[src/rtl/rxb_pkg.sv]
package rxb_pkg;
  localparam int MAC_BYTES     = 6;
  localparam int CTRL_FULL_BIT = 0;
  localparam int CTRL_IE_BIT   = 3;
  localparam int GLB_IE_BIT    = 31;
  localparam logic [1:0] SEL_CTRL0 = 2'd0;
  localparam logic [1:0] SEL_CTRL1 = 2'd1;
  localparam logic [1:0] SEL_GLB   = 2'd2;
  localparam logic [1:0] SEL_LOST  = 2'd3;
endpackage

[src/rtl/rxb_frame_filter.sv]
module rxb_frame_filter
  import rxb_pkg::*;
#(
  parameter int BUF_BYTES = 16,
  parameter int POS_W     = 5
) (
  input  logic             clk_i,
  input  logic             rst_ni,
  input  logic             valid_i,
  input  logic             sof_i,
  input  logic             eof_i,
  input  logic [7:0]       data_i,
  input  logic [47:0]      mac_i,
  output logic             byte_o,
  output logic [POS_W-1:0] pos_o,
  output logic             done_o,
  output logic             pass_o,
  output logic             ovf_o
);
  logic             in_q, match_q, group_q;
  logic [POS_W-1:0] pos_q;
  logic [7:0]       mac_b;
  logic             match_now, group_now, in_hdr;

  assign byte_o = valid_i & (sof_i | in_q);
  assign pos_o  = sof_i ? '0 : pos_q;
  assign done_o = byte_o & eof_i;
  assign ovf_o  = (pos_o == POS_W'(BUF_BYTES));
  assign in_hdr = (pos_o < POS_W'(MAC_BYTES));

  always_comb begin
    mac_b = '0;
    for (int k = 0; k < MAC_BYTES; k++)
      if (pos_o == POS_W'(k)) mac_b = mac_i[8*(MAC_BYTES-1-k) +: 8];
  end

  assign match_now = (sof_i | match_q) & (!in_hdr | (data_i == mac_b));
  assign group_now = sof_i ? data_i[7] : group_q;
  assign pass_o    = (pos_o >= POS_W'(MAC_BYTES-1)) & (group_now | match_now);

  always_ff @(posedge clk_i or negedge rst_ni) begin
    if (!rst_ni) begin
      in_q    <= 1'b0;
      pos_q   <= '0;
      match_q <= 1'b0;
      group_q <= 1'b0;
    end else if (byte_o) begin
      in_q    <= !eof_i;
      pos_q   <= eof_i ? '0 : (ovf_o ? pos_o : pos_o + POS_W'(1));
      match_q <= match_now;
      group_q <= group_now;
    end
  end
endmodule

[src/rtl/rxb_ctrl.sv]
module rxb_ctrl
  import rxb_pkg::*;
#(
  parameter int LOST_W = 4
) (
  input  logic        clk_i,
  input  logic        rst_ni,
  input  logic        pp_en_i,
  input  logic        first_i,
  input  logic        byte_i,
  input  logic        done_i,
  input  logic        pass_i,
  input  logic        ovf_i,
  input  logic        reg_we_i,
  input  logic [1:0]  reg_sel_i,
  input  logic        wr_full_i,
  input  logic        wr_ie_i,
  input  logic        wr_gie_i,
  output logic [31:0] reg_rdata_o,
  output logic        cur_o,
  output logic        wr_en_o,
  output logic        irq_o
);
  logic [1:0]        full_q, ie_q;
  logic              gie_q, cur_q, blk_q, irq_q;
  logic [LOST_W-1:0] lost_q;
  logic              blk_now, accept, lost_ev;

  assign blk_now = first_i ? full_q[cur_q] : blk_q;
  assign wr_en_o = byte_i & !blk_now & !ovf_i;
  assign accept  = done_i & pass_i & !blk_now & !ovf_i;
  assign lost_ev = done_i & pass_i & !accept;
  assign cur_o   = cur_q;
  assign irq_o   = irq_q;

  always_ff @(posedge clk_i or negedge rst_ni) begin
    if (!rst_ni) begin
      full_q <= '0;
      ie_q   <= '0;
      gie_q  <= 1'b0;
      cur_q  <= 1'b0;
      blk_q  <= 1'b0;
      irq_q  <= 1'b0;
      lost_q <= '0;
    end else begin
      if (byte_i) blk_q <= blk_now;
      if (reg_we_i) begin
        case (reg_sel_i)
          SEL_CTRL0: begin full_q[0] <= wr_full_i; ie_q[0] <= wr_ie_i; end
          SEL_CTRL1: begin full_q[1] <= wr_full_i; ie_q[1] <= wr_ie_i; end
          SEL_GLB:   gie_q <= wr_gie_i;
          default: ;
        endcase
      end
      // hardware set wins over a same-cycle release
      if (accept) begin
        full_q[cur_q] <= 1'b1;
        cur_q         <= pp_en_i ? ~cur_q : 1'b0;
      end
      irq_q <= accept & ie_q[0] & gie_q;
      if (lost_ev && (lost_q != '1)) lost_q <= lost_q + LOST_W'(1);
    end
  end

  always_comb begin
    reg_rdata_o = '0;
    case (reg_sel_i)
      SEL_CTRL0: begin
        reg_rdata_o[CTRL_FULL_BIT] = full_q[0];
        reg_rdata_o[CTRL_IE_BIT]   = ie_q[0];
      end
      SEL_CTRL1: begin
        reg_rdata_o[CTRL_FULL_BIT] = full_q[1];
        reg_rdata_o[CTRL_IE_BIT]   = ie_q[1];
      end
      SEL_GLB:  reg_rdata_o[GLB_IE_BIT] = gie_q;
      default:  reg_rdata_o[LOST_W-1:0] = lost_q;
    endcase
  end
endmodule

[src/rtl/rxb_buf_store.sv]
module rxb_buf_store #(
  parameter int BUF_BYTES = 16,
  parameter int IDX_W     = 4,
  parameter int POS_W     = 5
) (
  input  logic             clk_i,
  input  logic             we_i,
  input  logic             wbuf_i,
  input  logic [POS_W-1:0] widx_i,
  input  logic [7:0]       wdata_i,
  input  logic             rbuf_i,
  input  logic [IDX_W-1:0] ridx_i,
  output logic [7:0]       rdata_o
);
  logic [7:0] rd [2];
  logic       in_range;

  assign in_range = (widx_i < POS_W'(BUF_BYTES));

  for (genvar g = 0; g < 2; g++) begin : g_buf
    logic [7:0] mem [BUF_BYTES];
    always_ff @(posedge clk_i) begin
      if (we_i && in_range && (wbuf_i == 1'(g)))
        mem[widx_i[IDX_W-1:0]] <= wdata_i;
    end
    assign rd[g] = mem[ridx_i];
  end

  assign rdata_o = rd[rbuf_i];
endmodule

[src/rtl/rxb_pingpong_rx.sv]
module rxb_pingpong_rx
  import rxb_pkg::*;
#(
  parameter int BUF_BYTES = 16,
  parameter int LOST_W    = 4,
  localparam int IDX_W    = $clog2(BUF_BYTES),
  localparam int POS_W    = IDX_W + 1,
  localparam int ADDR_W   = IDX_W + 2
) (
  input  logic              clk_i,
  input  logic              rst_ni,
  input  logic              pp_en_i,
  input  logic [47:0]       mac_addr_i,
  input  logic              rx_valid_i,
  input  logic              rx_sof_i,
  input  logic              rx_eof_i,
  input  logic [7:0]        rx_data_i,
  input  logic              bus_we_i,
  input  logic [ADDR_W-1:0] bus_addr_i,
  input  logic [31:0]       bus_wdata_i,
  output logic [31:0]       bus_rdata_o,
  output logic              irq_o
);
  logic             byte_w, done_w, pass_w, ovf_w, cur_w, wr_en_w;
  logic [POS_W-1:0] pos_w;
  logic [31:0]      reg_rd;
  logic [7:0]       buf_rd;
  logic             is_data;
  logic             unused_wdata;

  assign is_data      = bus_addr_i[ADDR_W-1];
  assign unused_wdata = ^{bus_wdata_i[30:4], bus_wdata_i[2:1]};

  rxb_frame_filter #(.BUF_BYTES(BUF_BYTES), .POS_W(POS_W)) u_filter (
    .clk_i, .rst_ni,
    .valid_i(rx_valid_i), .sof_i(rx_sof_i), .eof_i(rx_eof_i),
    .data_i(rx_data_i), .mac_i(mac_addr_i),
    .byte_o(byte_w), .pos_o(pos_w), .done_o(done_w),
    .pass_o(pass_w), .ovf_o(ovf_w)
  );

  rxb_ctrl #(.LOST_W(LOST_W)) u_ctrl (
    .clk_i, .rst_ni, .pp_en_i,
    .first_i(rx_valid_i & rx_sof_i), .byte_i(byte_w), .done_i(done_w),
    .pass_i(pass_w), .ovf_i(ovf_w),
    .reg_we_i(bus_we_i & !is_data), .reg_sel_i(bus_addr_i[1:0]),
    .wr_full_i(bus_wdata_i[CTRL_FULL_BIT]), .wr_ie_i(bus_wdata_i[CTRL_IE_BIT]),
    .wr_gie_i(bus_wdata_i[GLB_IE_BIT]),
    .reg_rdata_o(reg_rd), .cur_o(cur_w), .wr_en_o(wr_en_w), .irq_o(irq_o)
  );

  rxb_buf_store #(.BUF_BYTES(BUF_BYTES), .IDX_W(IDX_W), .POS_W(POS_W)) u_store (
    .clk_i,
    .we_i(wr_en_w), .wbuf_i(cur_w), .widx_i(pos_w), .wdata_i(rx_data_i),
    .rbuf_i(bus_addr_i[IDX_W]), .ridx_i(bus_addr_i[IDX_W-1:0]),
    .rdata_o(buf_rd)
  );

  assign bus_rdata_o = is_data ? {24'h0, buf_rd} : reg_rd;
endmodule

[config.mk]
export PLATFORM = sky130hd
export DESIGN_NAME = rxb_pingpong_rx
export DESIGN_NICKNAME = d
export VERILOG_FILES = /design/src/rtl/rxb_pkg.sv /design/src/rtl/rxb_frame_filter.sv /design/src/rtl/rxb_ctrl.sv /design/src/rtl/rxb_buf_store.sv /design/src/rtl/rxb_pingpong_rx.sv
export SDC_FILE = /design/constraint.sdc
export NUM_CORES = 1
export LEC_CHECK = 0
export ABC_AREA = 1
export BUFFER_PORTS_ARGS = -buffer_cell sky130_fd_sc_hd__buf_2
export CAP_MARGIN = 20
export CELL_PAD_IN_SITES_DETAIL_PLACEMENT = 0
export CELL_PAD_IN_SITES_GLOBAL_PLACEMENT = 1
export CORE_MARGIN = 1
export CORE_UTILIZATION = 49
export CTS_BUF_LIST = sky130_fd_sc_hd__clkbuf_4
export DETAILED_ROUTE_END_ITERATION = 8
export PLACE_DENSITY = 0.83
export SLEW_MARGIN = 20
export SYNTH_ARGS = -nofsm -noshare
export SYNTH_HDL_FRONTEND = slang
export SYNTH_SLANG_ARGS = --single-unit
[constraint.sdc]
create_clock -name clk_i -period 2.7 [get_ports clk_i]
set_clock_uncertainty 0.05 [all_clocks]
set_input_delay 0.405 -clock clk_i [delete_from_list [all_inputs] [get_ports clk_i]]
set_output_delay 0.405 -clock clk_i [all_outputs]
set_load 0.02 [all_outputs]
==> results of run 1 <==
==> what timing repair did <==
item	CTS	global route
pin swaps	0	35
hold endpoints to repair	26	0
buffers inserted	0	10
endpoints found under the setup margin	4	20
hold buffers	5	0
gates cloned	0	4
resized for setup	1	69
==> cell families after synthesis <==
logic type / after synthesis / synth area share, %
buffers and inverters: 132 / 5.08
xor gates and xnor gates: 2 / 0.149
and+or+nand+nor: 369 / 14.1
adders and majority gates: 3 / 0.318
other: 1 / 0.0318
DFF: 276 / 69.5
AOI/OAI and AO/OA: 182 / 10.8
muxes: 1 / 0.0849
==> Yosys cell counts (all sizes together) (2+ instances only) <==
cell	n	share of area [%]
clkinv	2	0.064
nand3	93	4.1
clkbuf	32	1.0
a32o	4	0.34
a21oi	14	0.59
a22oi	104	6.6
a41oi	2	0.15
o31ai	2	0.13
o211ai	5	0.32
inv	62	2.0
nand4	25	1.3
buf	36	2.0
nor2	59	2.2
nand2	188	6.2
ha	3	0.32
dfrtp	20	4.2
or2	3	0.16
edfxtp	256	65
a31oi	15	0.80
o21ai	32	1.5
==> through the flow <==
step	cells	TNS (ns)	total power, mW	instance area [um2]
2_1_floorplan	988	0	5.39	11900
3_3_place_gp	1412	-0.464	5.80	13200
3_5_place_dp	1412	-0.586	5.81	13200
4_1_cts	1534	-0.0441	9.22	14100
5_1_grt	1548	-0.254	9.65	14500
6_report	1548	0	9.29	14500
==> sequential cells by signal, summed over array words and instances (netlist names), 2 cells and up <==
signal,count
u_ctrl.lost_q,4
u_ctrl.full_q,2
u_store.g_buf.mem,256
u_filter.pos_q,5
u_ctrl.ie_q,2
==> layout make-up <==
type / instances / share of cell area, %
sequential: 276 / 56.5
multi-input combinational: 582 / 22.8
timing repair buffer: 189 / 10.3
clock buffer: 102 / 5.29
tap: 319 / 2.76
inverter: 64 / 1.71
clock inverter: 15 / 0.605
antenna: 1 / 0.0173
==> power by group through the flow <==
stage | registers (mW) | clock network, mW | logic (mW)
6_report | 4.77 | 3.44 | 1.08
5_1_grt | 4.77 | 3.70 | 1.18
4_1_cts | 4.76 | 3.48 | 0.973
3_5_place_dp | 4.85 | 0 | 0.960
3_3_place_gp | 4.85 | 0 | 0.948
2_1_floorplan | 4.85 | 0 | 0.540
==> cell usage in the layout (no fill, tap or decap), types with 3 or more instances in the layout <==
cell type and instances:
a21oi_1 13, edfxtp_1 256, dfrtp_1 18, inv_1 53, nor2_4 8, clkbuf_4 102, nor2_2 7, a31oi_1 14
inv_2 9, buf_4 81, dlygate4sd3_1 5, o21ai_0 23, clkinv_2 4, nor2_1 44, nand4_1 25, o211ai_1 5
nand3_1 84, o21ai_1 5, clkinv_1 9, buf_2 78, nand3_2 6, nand2_1 165, conb_1 23, a22oi_1 103
buf_6 10, a32o_1 4, inv_4 3, nand2_2 23, buf_12 11, nand3_4 4
==> metal layers <==
metal	part of all wire, %	GRT usage [%]	routed length, um
met1	40	33.3	12600
met2	48	42.3	14900
met3	9.1	5.67	2840
met4	2.8	9.80	882
met5	0	0	0
==> how the worst max path moves through the flow <==
stage | slack, ns | end | from | depth (start not counted)
after global placement | -0.1 | u_ctrl.lost_q[3] | rx_sof_i | 23
after CTS | -0.04 | bus_rdata_o[3] | u_store.g_buf[1].mem[10][3] | 8
after detailed placement | -0.11 | u_ctrl.lost_q[2] | rx_sof_i | 23
after global routing | -0.10 | bus_rdata_o[3] | u_store.g_buf[1].mem[9][3] | 8
after floorplan | 0.18 | bus_rdata_o[5] | bus_addr_i[0] | 9
final | 0.02 | bus_rdata_o[3] | u_store.g_buf[1].mem[8][3] | 8
==> critical path, cell delays in order, from the launching register on <==
cell,delay [ns]
edfxtp_1,0.36
nand2_1,0.07
nand4_1,0.14
o211ai_1,0.29
nand3_1,0.20
a21oi_2,0.18
buf_6,0.13
a31oi_4,0.04
buf_6,0.15
==> flow_metrics.tcl, run 1 <==
set metrics [dict create \
    reg2reg_from "u_filter.pos_q[4]" \
    grt_usage_pct 25.7 \
    reg2reg_to "u_store.g_buf[0].mem[13][4]" \
    mappedNetlistArea_um2 11800 \
    routed_wl_mm 31.2 \
    worst_slack_ns 0.0205 \
    synth_ff_type "edfxtp_1" \
    holdPathEnd "u_store.g_buf[0].mem[0][5]" \
    p_leak_nw 5.47 \
    pre_cts_slack_ns -0.111 \
    grt_max_degree 38 \
    holdWs_ns 0.0577 \
    vias 8706 \
    rrSetupSlack_ns 0.10 \
    die_w_um 157 \
    core_um2 23500 \
    status "completed" \
    drt-pass1-iter-count 5 \
    p_clk_share_pct 37.0 \
    yosys_warnings 0 \
    die_h_um 157 \
    port_buffers 81 \
    fmax_mhz 373 \
    clock_latency_ns 0.66 \
    grt_antenna_before_repair 1 \
    io_pins 134 \
    rows 56 \
    comb_power_share_pct 11.6 \
    cap_violations 0 \
    overflow 0 \
    globalplace.congestion 0.869 \
    cp-start-kind "flip-flop" \
    synth-seq-cells 276 \
    rsz0062_at_grt "true" \
    syn2layout_area_growth_pct 22.9 \
    synth_edf_count 256 \
    synthArstFlopShare_pct 7.25 \
    critPathKind "flip-flop to output pin" \
    slew-limit-headroom_pct 32.1 \
    root_buffer "clkbuf_4" \
    grt_pass1_vias 8471 \
    worstPathArrival_ns 2.22 \
    end_kind "output pin" \
    fillCellCount 1881 \
    drc_errors 0 \
    clock_sinks 276 \
    cp_max_fo 1 \
    whs_path_depth 1 \
    tightest_slew_ns 1.01 \
    drive_gt1_share_pct 29.9 \
    syn_area_per_cell_um2 12.2 \
    slew_viol_final 0 \
    hold_viol_final 0 \
    period_share_pct 99.2 \
    cts_buffers 70 \
    hold_start "rx_data_i[5]" \
    p_sw_mw 2.32 \
    ys_seq_area_share_pct 69.5 \
    min_period_ns 2.68 \
    pwr_density_cell_nw_per_um2 641 \
    final_util_pct 61.5 \
    setup_viol 0 \
    num-nets-final 1287 \
    start_util_pct 50.1 \
    vias_per_cell 5.62 \
    seq_power_share_pct 51.3 \
    cts_buffer_depth 3 \
    hpwl_mm 20.0 \
    dieArea_um2 24700 \
    required_ns 2.25 \
    switching_share_pct 25.0 \
    antenna_left 0 \
    drt-initial-drc-count 677 \
    syn_inst 966 \
    hold_class "primary input to flip-flop" \
    cts_tree "done" \
    multi_input_area_um2 3310 \
    grt_pass1_wl_mm 46.5 \
    routedWlPerCell_um 20.1 \
    seq_area_um2 8190 \
    htree_levels 3 \
    peakVddDrop_v 0.000338 \
    clk_pin_slew_ns 0.06 \
    synth.distinct_cells 45 \
    r2r_cells 6 \
    power_report.internal_total_mw 6.96 \
]
Note: power is estimated with default switching activity, not from simulation.
==> run 2, diff against run 1 <==
--- a/config.mk
+++ b/config.mk
@@ -11,10 +11,10 @@
 export CELL_PAD_IN_SITES_DETAIL_PLACEMENT = 0
 export CELL_PAD_IN_SITES_GLOBAL_PLACEMENT = 1
 export CORE_MARGIN = 1
-export CORE_UTILIZATION = 49
+export CORE_UTILIZATION = 53
 export CTS_BUF_LIST = sky130_fd_sc_hd__clkbuf_4
 export DETAILED_ROUTE_END_ITERATION = 8
-export PLACE_DENSITY = 0.83
+export PLACE_DENSITY = 0.89
 export SLEW_MARGIN = 20
 export SYNTH_ARGS = -nofsm -noshare
 export SYNTH_HDL_FRONTEND = slang
==> constraint.sdc (replaced) <==
create_clock -name clk_i -period 3.3 [get_ports clk_i]
set_clock_uncertainty 0.05 [all_clocks]
set_input_delay 0.495 -clock clk_i [delete_from_list [all_inputs] [get_ports clk_i]]
set_output_delay 0.495 -clock clk_i [all_outputs]
set_load 0.02 [all_outputs]
==> run 2 against run 1 <==
Effect of this change: sequential share of layout area up 3.2 points; combinational power fell by 32%; first-iteration DRC count is 8.1% higher; worst setup slack improved by 0.23 ns; sequential cell count is the same; die area down 7.4%; worst hold slack got worse by 0.0060 ns; cell count fell by 5.0%; sequential power is 18% lower.
==> flow_metrics.tcl, run 2 (synthesis results as in run 1) <==
set metrics [dict create \
    slew-limit-headroom_pct 52.6 \
    htree_levels 3 \
    cts_buffers 71 \
    cts_tree "done" \
    drive_gt1_share_pct 23.5 \
    cap_violations 0 \
    core_um2 21800 \
    vias_per_cell 5.70 \
    fmax_mhz 327 \
    status "completed" \
    peakVddDrop_v 0.000250 \
    pwr_density_cell_nw_per_um2 530 \
    overflow 0 \
    tightest_slew_ns 0.710 \
    path_cells "buf_2, inv_1, nand2_1, inv_2, buf_12, buf_4, a22oi_1, a31oi_1, a32o_1, o21ai_0, a31oi_1, buf_2" \
    num-nets-final 1250 \
    hpwl_mm 18.9 \
    grt_usage_pct 26.7 \
    pre_cts_slack_ns 0.153 \
    cp-startpoint "bus_addr_i[1]" \
    start_util_pct 54.0 \
    globalplace.congestion 0.840 \
    period_share_pct 92.6 \
    syn2layout_area_growth_pct 16.2 \
    final_cell_mix "edfxtp_1 (256), nand2_1 (180), a22oi_1 (104)" \
    rsz0062_at_grt "false" \
    clk_pin_slew_ns 0.07 \
    rows 54 \
    cp_max_fo 31 \
    drt-pass1-iter-count 5 \
    grt_antenna_before_repair 1 \
    worst_slack_ns 0.246 \
    end_kind "output pin" \
    r2r_cells 21 \
    crit_end "bus_rdata_o[7]" \
    cp_slowest_cell "a32o_1" \
    reg2reg_to "u_ctrl.lost_q[3]" \
    critPathKind "primary input to output pin" \
    clock_latency_ns 0.66 \
    drt-initial-drc-count 732 \
    fillCellCount 1686 \
    tns_ns 0 \
    vias 8382 \
    largest_reg_flops 256 \
    root_buffer "clkbuf_4" \
    drc_errors 0 \
    cts_buffer_depth 3 \
    setup_viol 0 \
    dieArea_um2 22800 \
    routedWlPerCell_um 20.0 \
    antenna_left 0 \
    port_buffers 81 \
    slowest_delay_ns 0.25 \
    hold_class "primary input to flip-flop" \
    hold_viol_final 0 \
    grt_max_degree 58 \
    layout_commonest_cell "edfxtp_1" \
    final_util_pct 62.8 \
    grt_pass1_wl_mm 44.5 \
    routed_wl_mm 29.4 \
    cts_setup_buffers 0 \
    slew_viol_final 0 \
    die_w_um 151 \
    reg2reg_from "u_filter.pos_q[0]" \
    cp-start-kind "primary input" \
    rrSetupSlack_ns 0.49 \
    clock_sinks 276 \
    io_pins 134 \
    p_leak_nw 5.18 \
    grt_pass1_vias 8208 \
    worstPathArrival_ns 2.51 \
    die_h_um 151 \
    min_period_ns 3.05 \
    required_ns 2.75 \
]
[run 2: where the power goes]
group / internal (mW) / switching [mW]
Sequential: 3.87 / 0.0251
Clock: 1.34 / 1.29
Combinational: 0.236 / 0.498
[run 2: through the flow]
step	power (mW)	hold WS [ns]	cell area, um2	cells
after floorplan	4.41	0.149	11900	988
after global placement	4.68	0.414	12900	1350
after detailed placement	4.69	0.422	12900	1350
after CTS	7.31	0.0102	13700	1470
after global routing	7.57	0.0590	13700	1471
final	7.26	0.0517	13700	1471
[run 2: how the worst min path moves through the flow]
stage                               from              to  slack, ns  depth (start not counted)
after floorplan                   rst_ni    u_ctrl.blk_q       0.15                          0
after global placement            rst_ni    u_ctrl.irq_o       0.41                          1
after detailed placement          rst_ni    u_ctrl.irq_o       0.42                          1
after CTS                 bus_wdata_i[3]  u_ctrl.ie_q[0]       0.01                          3
after global routing      bus_wdata_i[3]  u_ctrl.ie_q[0]       0.06                          3
final                     bus_wdata_i[3]  u_ctrl.ie_q[1]       0.05                          3
[run 2: worst max-delay path: cells and delay by family]
| family | cells | cell delay (ns) |
|---|---|---|
| compound gates | 5 | 0.83 |
| buf+inv | 6 | 1.00 |
| simple gates | 1 | 0.18 |
[run 2: layout make-up]
| cell class | count | area, um2 | share of cell area (%) |
|---|---|---|---|
| clock inverters | 21 | 80.1 | 0.585 |
| multi-input cells | 580 | 3100 | 22.6 |
| inverters | 64 | 243 | 1.77 |
| repair buffers | 153 | 1020 | 7.42 |
| clock buffers | 96 | 721 | 5.26 |
| well taps | 280 | 350 | 2.56 |
| diodes | 1 | 2.50 | 0.0183 |
| flip-flops and latches | 276 | 8190 | 59.8 |
[run 2: repair_timing]
item / CTS / global route
gates resized for setup: 0 / 0
endpoints found under the hold margin: 22 / 0
endpoints found under the setup margin: 0 / 0
hold buffers: 3 / 0
[run 2: per-layer routing]
metal	track usage [%]	routed length [um]	vias to the layer above	part of all wire (%)
met5	0	0	-	0
met4	11.9	881	0	3.0
met3	5.99	2230	51	7.6
met2	42.9	14300	377	49
met1	34.8	12000	4029	41
li1	-	-	3925	-
